===== config.mk =====
export PLATFORM = sky130hd
export DESIGN_NAME = dbq_writer
export DESIGN_NICKNAME = d
export VERILOG_FILES = /design/src/rtl/dbq_pkg.sv /design/src/rtl/dbq_ring_ptr.sv /design/src/rtl/dbq_status.sv /design/src/rtl/dbq_wr_stage.sv /design/src/rtl/dbq_writer.sv
export SDC_FILE = /design/constraint.sdc
export NUM_CORES = 1
export LEC_CHECK = 0
export BUFFER_PORTS_ARGS = -buffer_cell sky130_fd_sc_hd__buf_2
export CAP_MARGIN = 10
export CORE_MARGIN = 10
export CORE_UTILIZATION = 50
export CTS_CLUSTER_DIAMETER = 150
export DETAILED_ROUTE_END_ITERATION = 8
export GPL_TIMING_DRIVEN = 0
export PLACE_DENSITY = 0.73
export SYNTH_ARGS = -nofsm -noshare
export SYNTH_HDL_FRONTEND = slang
export SYNTH_HIERARCHICAL = 1
export SYNTH_SLANG_ARGS = --single-unit

===== constraint.sdc =====
create_clock -name clk -period 3.2 [get_ports clk]
set_input_delay 0.64 -clock clk [delete_from_list [all_inputs] [get_ports clk]]
set_output_delay 0.64 -clock clk [all_outputs]
set_load 0.03 [all_outputs]

===== src/rtl/dbq_pkg.sv =====
package dbq_pkg;

  localparam int REC_BYTES = 8;
  localparam int REC_BITS  = REC_BYTES * 8;

  typedef struct packed {
    logic [7:0]  src;
    logic [7:0]  tgt;
    logic [15:0] info;
  } dbell_t;

  // status flag indices inside the internal flag vector
  localparam int FLG_QUEUED = 0;
  localparam int FLG_FULL   = 1;
  localparam int FLG_ERR    = 2;
  localparam int NUM_FLG    = 3;

  // register-visible bit positions
  localparam int ST_QUEUED_BIT = 0;
  localparam int ST_FULL_BIT   = 4;
  localparam int ST_ERR_BIT    = 7;
  localparam int MD_EN_BIT     = 0;
  localparam int MD_ADV_BIT    = 1;
  localparam int MD_IE_LSB     = 4;

  // big-endian 8-byte record: byte 0 is the most significant
  function automatic logic [REC_BITS-1:0] pack_record(input dbell_t d);
    logic [REC_BITS-1:0] r;
    r        = '0;
    r[39:32] = d.tgt;
    r[23:16] = d.src;
    r[15:0]  = d.info;
    return r;
  endfunction

endpackage


===== src/rtl/dbq_ring_ptr.sv =====
module dbq_ring_ptr #(
  parameter int ADDR_W = 32,
  parameter int OFF_W  = 12
) (
  input  logic              clk,
  input  logic              rst_n,
  input  logic              load,
  input  logic [ADDR_W-1:0] load_val,
  input  logic              step,
  output logic [ADDR_W-1:0] ptr,
  output logic [ADDR_W-1:0] ptr_next
);
  localparam logic [OFF_W-1:0] STEP = OFF_W'(dbq_pkg::REC_BYTES);

  logic [ADDR_W-1:0] ptr_q;
  logic [OFF_W-1:0]  off_inc;

  assign off_inc  = ptr_q[OFF_W-1:0] + STEP;
  assign ptr_next = {ptr_q[ADDR_W-1:OFF_W], off_inc};
  assign ptr      = ptr_q;

  always_ff @(posedge clk) begin
    if (!rst_n)    ptr_q <= '0;
    else if (load) ptr_q <= load_val;
    else if (step) ptr_q <= ptr_next;
  end
endmodule


===== src/rtl/dbq_status.sv =====
module dbq_status #(
  parameter int NF = dbq_pkg::NUM_FLG
) (
  input  logic          clk,
  input  logic          rst_n,
  input  logic [NF-1:0] set,
  input  logic [NF-1:0] clr,
  input  logic [NF-1:0] ie,
  output logic [NF-1:0] flags,
  output logic          irq
);
  for (genvar i = 0; i < NF; i++) begin : g_flag
    logic f_q;
    always_ff @(posedge clk) begin
      if (!rst_n)      f_q <= 1'b0;
      else if (set[i]) f_q <= 1'b1;   // set wins over clear
      else if (clr[i]) f_q <= 1'b0;
    end
    assign flags[i] = f_q;
  end

  assign irq = |(flags & ie);
endmodule


===== src/rtl/dbq_wr_stage.sv =====
module dbq_wr_stage #(
  parameter int ADDR_W = 32
) (
  input  logic                          clk,
  input  logic                          rst_n,
  input  logic                          take,
  input  dbq_pkg::dbell_t               ev,
  input  logic [ADDR_W-1:0]             addr,
  input  logic                          mw_ready,
  output logic                          mw_valid,
  output logic [ADDR_W-1:0]             mw_addr,
  output logic [dbq_pkg::REC_BITS-1:0]  mw_data,
  output logic                          done
);
  logic                         vld_q;
  logic [ADDR_W-1:0]            addr_q;
  logic [dbq_pkg::REC_BITS-1:0] data_q;

  assign done = vld_q && mw_ready;

  always_ff @(posedge clk) begin
    if (!rst_n) begin
      vld_q  <= 1'b0;
      addr_q <= '0;
      data_q <= '0;
    end else if (take) begin
      vld_q  <= 1'b1;
      addr_q <= addr;
      data_q <= dbq_pkg::pack_record(ev);
    end else if (done) begin
      vld_q  <= 1'b0;
    end
  end

  assign mw_valid = vld_q;
  assign mw_addr  = addr_q;
  assign mw_data  = data_q;
endmodule


===== src/rtl/dbq_writer.sv =====
module dbq_writer #(
  parameter int ADDR_W  = 32,
  parameter int NUM_REC = 512
) (
  input  logic                          clk,
  input  logic                          rst_n,
  input  logic                          db_valid,
  output logic                          db_ready,
  input  logic [7:0]                    db_src,
  input  logic [7:0]                    db_tgt,
  input  logic [15:0]                   db_info,
  input  logic                          rx_err,
  output logic                          mw_valid,
  input  logic                          mw_ready,
  output logic [ADDR_W-1:0]             mw_addr,
  output logic [dbq_pkg::REC_BITS-1:0]  mw_data,
  input  logic                          reg_wr,
  input  logic [1:0]                    reg_addr,
  input  logic [ADDR_W-1:0]             reg_wdata,
  output logic [ADDR_W-1:0]             reg_rdata,
  output logic                          irq
);
  import dbq_pkg::*;

  localparam int OFF_W = $clog2(NUM_REC) + $clog2(REC_BYTES);

  localparam logic [1:0] A_MODE = 2'd0;
  localparam logic [1:0] A_STAT = 2'd1;
  localparam logic [1:0] A_DEQ  = 2'd2;
  localparam logic [1:0] A_ENQ  = 2'd3;

  // mode register
  logic                mode_en;
  logic [NUM_FLG-1:0]  mode_ie;
  logic                wr_mode, wr_stat, wr_deq, wr_enq;

  assign wr_mode = reg_wr && (reg_addr == A_MODE);
  assign wr_stat = reg_wr && (reg_addr == A_STAT);
  assign wr_deq  = reg_wr && (reg_addr == A_DEQ);
  assign wr_enq  = reg_wr && (reg_addr == A_ENQ);

  always_ff @(posedge clk) begin
    if (!rst_n) begin
      mode_en <= 1'b0;
      mode_ie <= '0;
    end else if (wr_mode) begin
      mode_en <= reg_wdata[MD_EN_BIT];
      mode_ie <= reg_wdata[MD_IE_LSB +: NUM_FLG];
    end
  end

  // pointers
  logic [ADDR_W-1:0] deq_ptr, deq_next, enq_ptr, enq_next;
  logic              ring_empty, ring_full, adv_req, wr_done, pend;

  assign ring_empty = (deq_ptr == enq_ptr);
  assign ring_full  = (enq_next == deq_ptr);
  assign adv_req    = wr_mode && reg_wdata[MD_ADV_BIT] && !ring_empty;

  dbq_ring_ptr #(.ADDR_W(ADDR_W), .OFF_W(OFF_W)) u_deq (
    .clk(clk), .rst_n(rst_n), .load(wr_deq), .load_val(reg_wdata),
    .step(adv_req), .ptr(deq_ptr), .ptr_next(deq_next)
  );

  dbq_ring_ptr #(.ADDR_W(ADDR_W), .OFF_W(OFF_W)) u_enq (
    .clk(clk), .rst_n(rst_n), .load(wr_enq), .load_val(reg_wdata),
    .step(wr_done), .ptr(enq_ptr), .ptr_next(enq_next)
  );

  // intake and record write stage
  dbell_t ev;
  logic   take, blocked_full;

  assign ev           = '{src: db_src, tgt: db_tgt, info: db_info};
  assign pend         = mw_valid;
  assign db_ready     = mode_en && !pend && !ring_full;
  assign take         = db_valid && db_ready;
  assign blocked_full = db_valid && mode_en && !pend && ring_full;

  dbq_wr_stage #(.ADDR_W(ADDR_W)) u_wr (
    .clk(clk), .rst_n(rst_n), .take(take), .ev(ev), .addr(enq_ptr),
    .mw_ready(mw_ready), .mw_valid(mw_valid), .mw_addr(mw_addr),
    .mw_data(mw_data), .done(wr_done)
  );

  // status
  logic [NUM_FLG-1:0] st_set, st_clr, st_flags;

  always_comb begin
    st_set             = '0;
    st_set[FLG_QUEUED] = wr_done;
    st_set[FLG_FULL]   = blocked_full;
    st_set[FLG_ERR]    = rx_err;
    st_clr             = '0;
    st_clr[FLG_QUEUED] = wr_stat && reg_wdata[ST_QUEUED_BIT];
    st_clr[FLG_FULL]   = wr_stat && reg_wdata[ST_FULL_BIT];
    st_clr[FLG_ERR]    = wr_stat && reg_wdata[ST_ERR_BIT];
  end

  dbq_status #(.NF(NUM_FLG)) u_stat (
    .clk(clk), .rst_n(rst_n), .set(st_set), .clr(st_clr), .ie(mode_ie),
    .flags(st_flags), .irq(irq)
  );

  // register read mux
  always_comb begin
    reg_rdata = '0;
    case (reg_addr)
      A_MODE: begin
        reg_rdata[MD_EN_BIT]              = mode_en;
        reg_rdata[MD_IE_LSB +: NUM_FLG]   = mode_ie;
      end
      A_STAT: begin
        reg_rdata[ST_QUEUED_BIT] = st_flags[FLG_QUEUED];
        reg_rdata[ST_FULL_BIT]   = st_flags[FLG_FULL];
        reg_rdata[ST_ERR_BIT]    = st_flags[FLG_ERR];
      end
      A_DEQ:   reg_rdata = deq_ptr;
      default: reg_rdata = enq_ptr;
    endcase
  end
endmodule


# Word level (Yosys, flattened, before mapping)
# Cells that the tools add are included.
# Widths: inputs -> output; s select.
[op_classes]
n_addsub = 2
eq_ne = 5
muxes = 18
bitwise = 1
n_reduce_logical = 28
[op_table]
columns = ["operator", "n"]
rows = [
  ["$eq 32x32->1", 2],
  ["$mux 32", 2],
  ["$pmux 24 s2", 1],
  ["$add 12x4->12 const B", 2],
  ["$mux 12", 2],
  ["$logic_and 1x1->1", 16],
  ["$reduce_bool 2->1", 6],
  ["$pmux 1 s3", 3],
  ["$mux 1", 8],
  ["$pmux 2 s3", 1],
  ["$pmux 3 s2", 1],
  ["$eq 2x2->1 const B", 2],
  ["$and 3x3->3", 1],
  ["$logic_not 1->1", 3],
  ["$reduce_or 3->1", 1],
  ["$eq 2x1->1 const B", 1],
  ["$logic_not 2->1", 1],
  ["$reduce_or 2->1", 1],
]
[totals]
ff_bits = 136
input_bits = 72
out_inout_bits = 131
wordCells = 66

# Longest topological paths before layout
[depth]
depth_word = 6
mapped_depth = 12
depth_no_buf = 10

# By module
# Netlist, hierarchy kept.
[by_module_without_submodules]
columns = ["module", "n_inst", "cells_per_inst", "area_each_um2", "seq_area_each_um2"]
rows = [
  ["dbq_ring_ptr", 2, 175, 1611.5, 640.6],
  ["dbq_wr_stage", 1, 243, 2707.6, 1301.2],
  ["dbq_writer", 1, 187, 1515.2, 80.1],
  ["dbq_status", 1, 14, 137.6, 60.1],
]

# Worst setup path before layout
# OpenSTA, ideal clock, no wires.
[synth_timing]
path_kind = "flip-flop to output port"
from = "register u_enq.ptr_q[3] (netlist: u_enq/ptr[3])"
to = "output db_ready"
arrival_ns = 2.094
t_required_ns = 2.560
path_slack_ns = 0.466
stages_incl_launch_ff = 9
path_buffers = 0
cell_sequence = "dfxtp_1 > ha_1 > nand3_4 > nor2_1 > xor2_1 > xnor2_1 > nand4_1 > nor4_1 > a21oi_1"
[synth_between]
elab_chain_cells = 4
[synth_rtl]
columns = ["element", "line_no", "text"]
rows = [
  ["from (decl)", "dbq_ring_ptr.sv:15", "logic [ADDR_W-1:0] ptr_q;"],
  ["from (signal assigned)", "dbq_ring_ptr.sv:24", "else if (load) ptr_q <= load_val;"],
  ["from (signal assigned)", "dbq_ring_ptr.sv:25", "else if (step) ptr_q <= ptr_next;"],
  ["$add 12x4->12", "dbq_ring_ptr.sv:18", "assign off_inc = ptr_q[OFF_W-1:0] + STEP;"],
  ["named net enq_next[11]", "dbq_writer.sv:53", "logic [ADDR_W-1:0] deq_ptr, deq_next, enq_ptr, enq_next;"],
  ["$eq 32x32->1", "dbq_writer.sv:57", "assign ring_full = (enq_next == deq_ptr);"],
  ["$logic_not 1->1", "dbq_writer.sv:76", "assign db_ready = mode_en && !pend && !ring_full;"],
  ["$logic_and 1x1->1", "dbq_writer.sv:76", ""],
  ["to (decl)", "dbq_writer.sv:8", "output logic db_ready,"],
]
# The timed path passes the listed nets, and every way through them passes these cells.

# Final worst setup path
[layout_timing]
from = "register u_enq.ptr_q[5] (netlist: u_enq/ptr[5])"
to = "output db_ready"
# Same word-level chain as after synthesis.

==> run summary <==
drt total wl - 21210 um
Max clock buf depth - 2
first-pass GRT wire length - 32600 um
Clk Latency, worst-skew pair - 0.42 ns
met3 routed WL - 2186 um
Worst path max stage delay - 0.39 ns
placeable core area - 14420 um2
Final Critical Period - 3.096 ns
maximum clock frequency - 0.3230 GHz
die area - 19900 um2
antenna violations before repair - 4
Power Density - 486.2 nW/um2
Clock Power Share - 47.7%
CTS tree - done
routability cong. - 0.9237
area delta synth->final - 27.44%
# port buffers - 168
CP Max Fanout - 8
die height - 141.1 um
htree depth - 4
Hold Vio Cnt, Final - 0
antenna viol nets, final - 0
number of DRC markers in iteration 0 - 524
flop2flop setup slack - 0.42 ns
commonest cells after routing, fill and taps aside - buf_2 (186), mux2i_1 (145), dfxtp_1 (128)
hold_buf cts - 0
layout cells sized above 1 - 32.57%
Startpoint Class - flip-flop
WS Path Type - flip-flop to output pin
Reg area - 2743 um2
Post-Place Worst Slack - -0.2785 ns
Ys Warns - 6
Comb power frac - 12.8%
Net Sw Frac - 24.96%
Die X - 141.1 um
clk slew on worst S/H paths - 0.06 ns
critical path endpoint category - output pin
Crit-path slowest cell - nor4_4
Starting Density - 50.80%
internal power - 3407 uW
Lkg Pwr - 0.003919 uW
# rows - 44
final setup fails - 0
total CTS buffers - 17
vias in the first global route - 5954
I/O pin count - 203
CP arrival - 2.46 ns
Via density - 5.091
gr ovfl total - 0
Mapped Cells - 759
Final Slew Violations - 0
Worst path most repeated cell - buf_6
switching pwr - 1133 uW
clock sinks - 136
First-pass DRT Iterations - 7
routed len/inst - 17.93 um
Total GRT Usage - 20.46%
peak supply drop - 377.7 uV
fill cell count - 1263
Final WS setup - 0.1044 ns
Tightest Pin Transition - 0.5580 ns
Avg Cell Area, Syn - 9.654 um2
clk root buf - clkbuf_16
Setup Skew - 0.007682 ns
Hold Path Class - primary input to flip-flop
crit-path cells - buf_6, nand3_2, nor2_2, xor2_1, xnor2_1, nand4_1, nor4_4, a21oi_2, buf_6
metal1 wirelength - 8471 um
met2 wire length - 10060 um
top layer in use - met5
status - complete, no violations
DRC Markers - 0
fin nets - 1059
hpwl dp - 15830 um
relative slew slack - 62.80%
fin crit share - 96.74%
area of the mapped netlist - 7327 um2
largest net degree at the start of global routing - 17
Multi-input gate area - 4065 um2
MaxCap Viol Count - 0
Sequential Power Share - 39.4%
DR vias - 6023
commonest non-fill, non-tap cell in the layout - buf_2
Worst Hold Slack - 0.4292 ns
data required time at the worst endpoint - 2.56 ns
## routing by layer
layer  track usage [%]  up-vias
met5                 0        -
met4             7.283        6
met3             7.524       40
met2             33.00      277
met1             24.40     2773
li1                  -     2927
## through the flow
| step | utilization, % | instances | power, uW | area (um2) | setup TNS (ns) |
|---|---|---|---|---|---|
| 6_report | 64.74 | 1183 | 4540 | 9338 | 0 |
| 2_1_floorplan | - | 790 | 2208 | 7443 | 0 |
| 3_3_place_gp | 59.03 | 1142 | 2367 | 8514 | -13.28 |
| 4_1_cts | 64.02 | 1176 | 4550 | 9234 | 0 |
| 3_5_place_dp | 59.03 | 1142 | 2373 | 8514 | -13.77 |
| 5_1_grt | 64.74 | 1183 | 4697 | 9338 | -0.01886 |
## power by group through the flow
stage               logic (uW)  clock network (uW)  registers (uW)
global route               621                2280            1800
global placement           539                   0            1830
floorplan                  383                   0            1830
CTS                        566                2190            1790
finish                     582                2170            1790
detailed placement         544                   0            1830
## registers in the layout, indices dropped and copies added (netlist names)
name               cells
u_wr/mw_valid          1
mode_en                1
u_enq/ptr             32
mode_ie                3
u_wr/mw_data          32
u_stat/g_flag.f_q      3
u_deq/ptr             32
u_wr/mw_addr          32
## repair_timing
action                                  CTS  global route
gates resized for setup                  10            22
buffers inserted                          2             6
endpoints found under the setup margin   66             1
pin swaps                                 2             6
## area by class of cell
type	instances	share of cell area (%)
Multi-Input combinational cell	544	43.53
Sequential cell	136	29.37
Timing Repair Buffer	176	9.715
Buffer	103	7.597
Clock buffer	20	4.891
Tap cell	184	2.465
Clock inverter	12	2.117
Inverter	7	0.2814
Antenna cell	1	0.02680
## final timing paths
kind | end | from | cells past startpoint
worst min-delay path | u_stat/g_flag[2].f_q$_SDFFE_PN0P_ | rx_err | 2
worst max register to register | u_wr/mw_addr[22]$_SDFFE_PN0P_ | u_enq/ptr[5]$_SDFFE_PN0P_ | 12
worst min register to register | u_wr/mw_addr[2]$_SDFFE_PN0P_ | u_wr/mw_addr[2]$_SDFFE_PN0P_ | 2
worst max-delay path | db_ready | u_enq/ptr[5]$_SDFFE_PN0P_ | 9
## worst max-delay path, delay by kind of cell, from the launching register on
kind / cells / cell delay (ns)
buffers and inverters: 2 / 0.32
XOR/XNOR: 2 / 0.37
AND/OR/NAND/NOR: 4 / 0.85
AO/OA/AOI/OAI: 1 / 0.11
flip-flops: 1 / 0.38
Note: power is estimated with default switching activity, not from simulation.
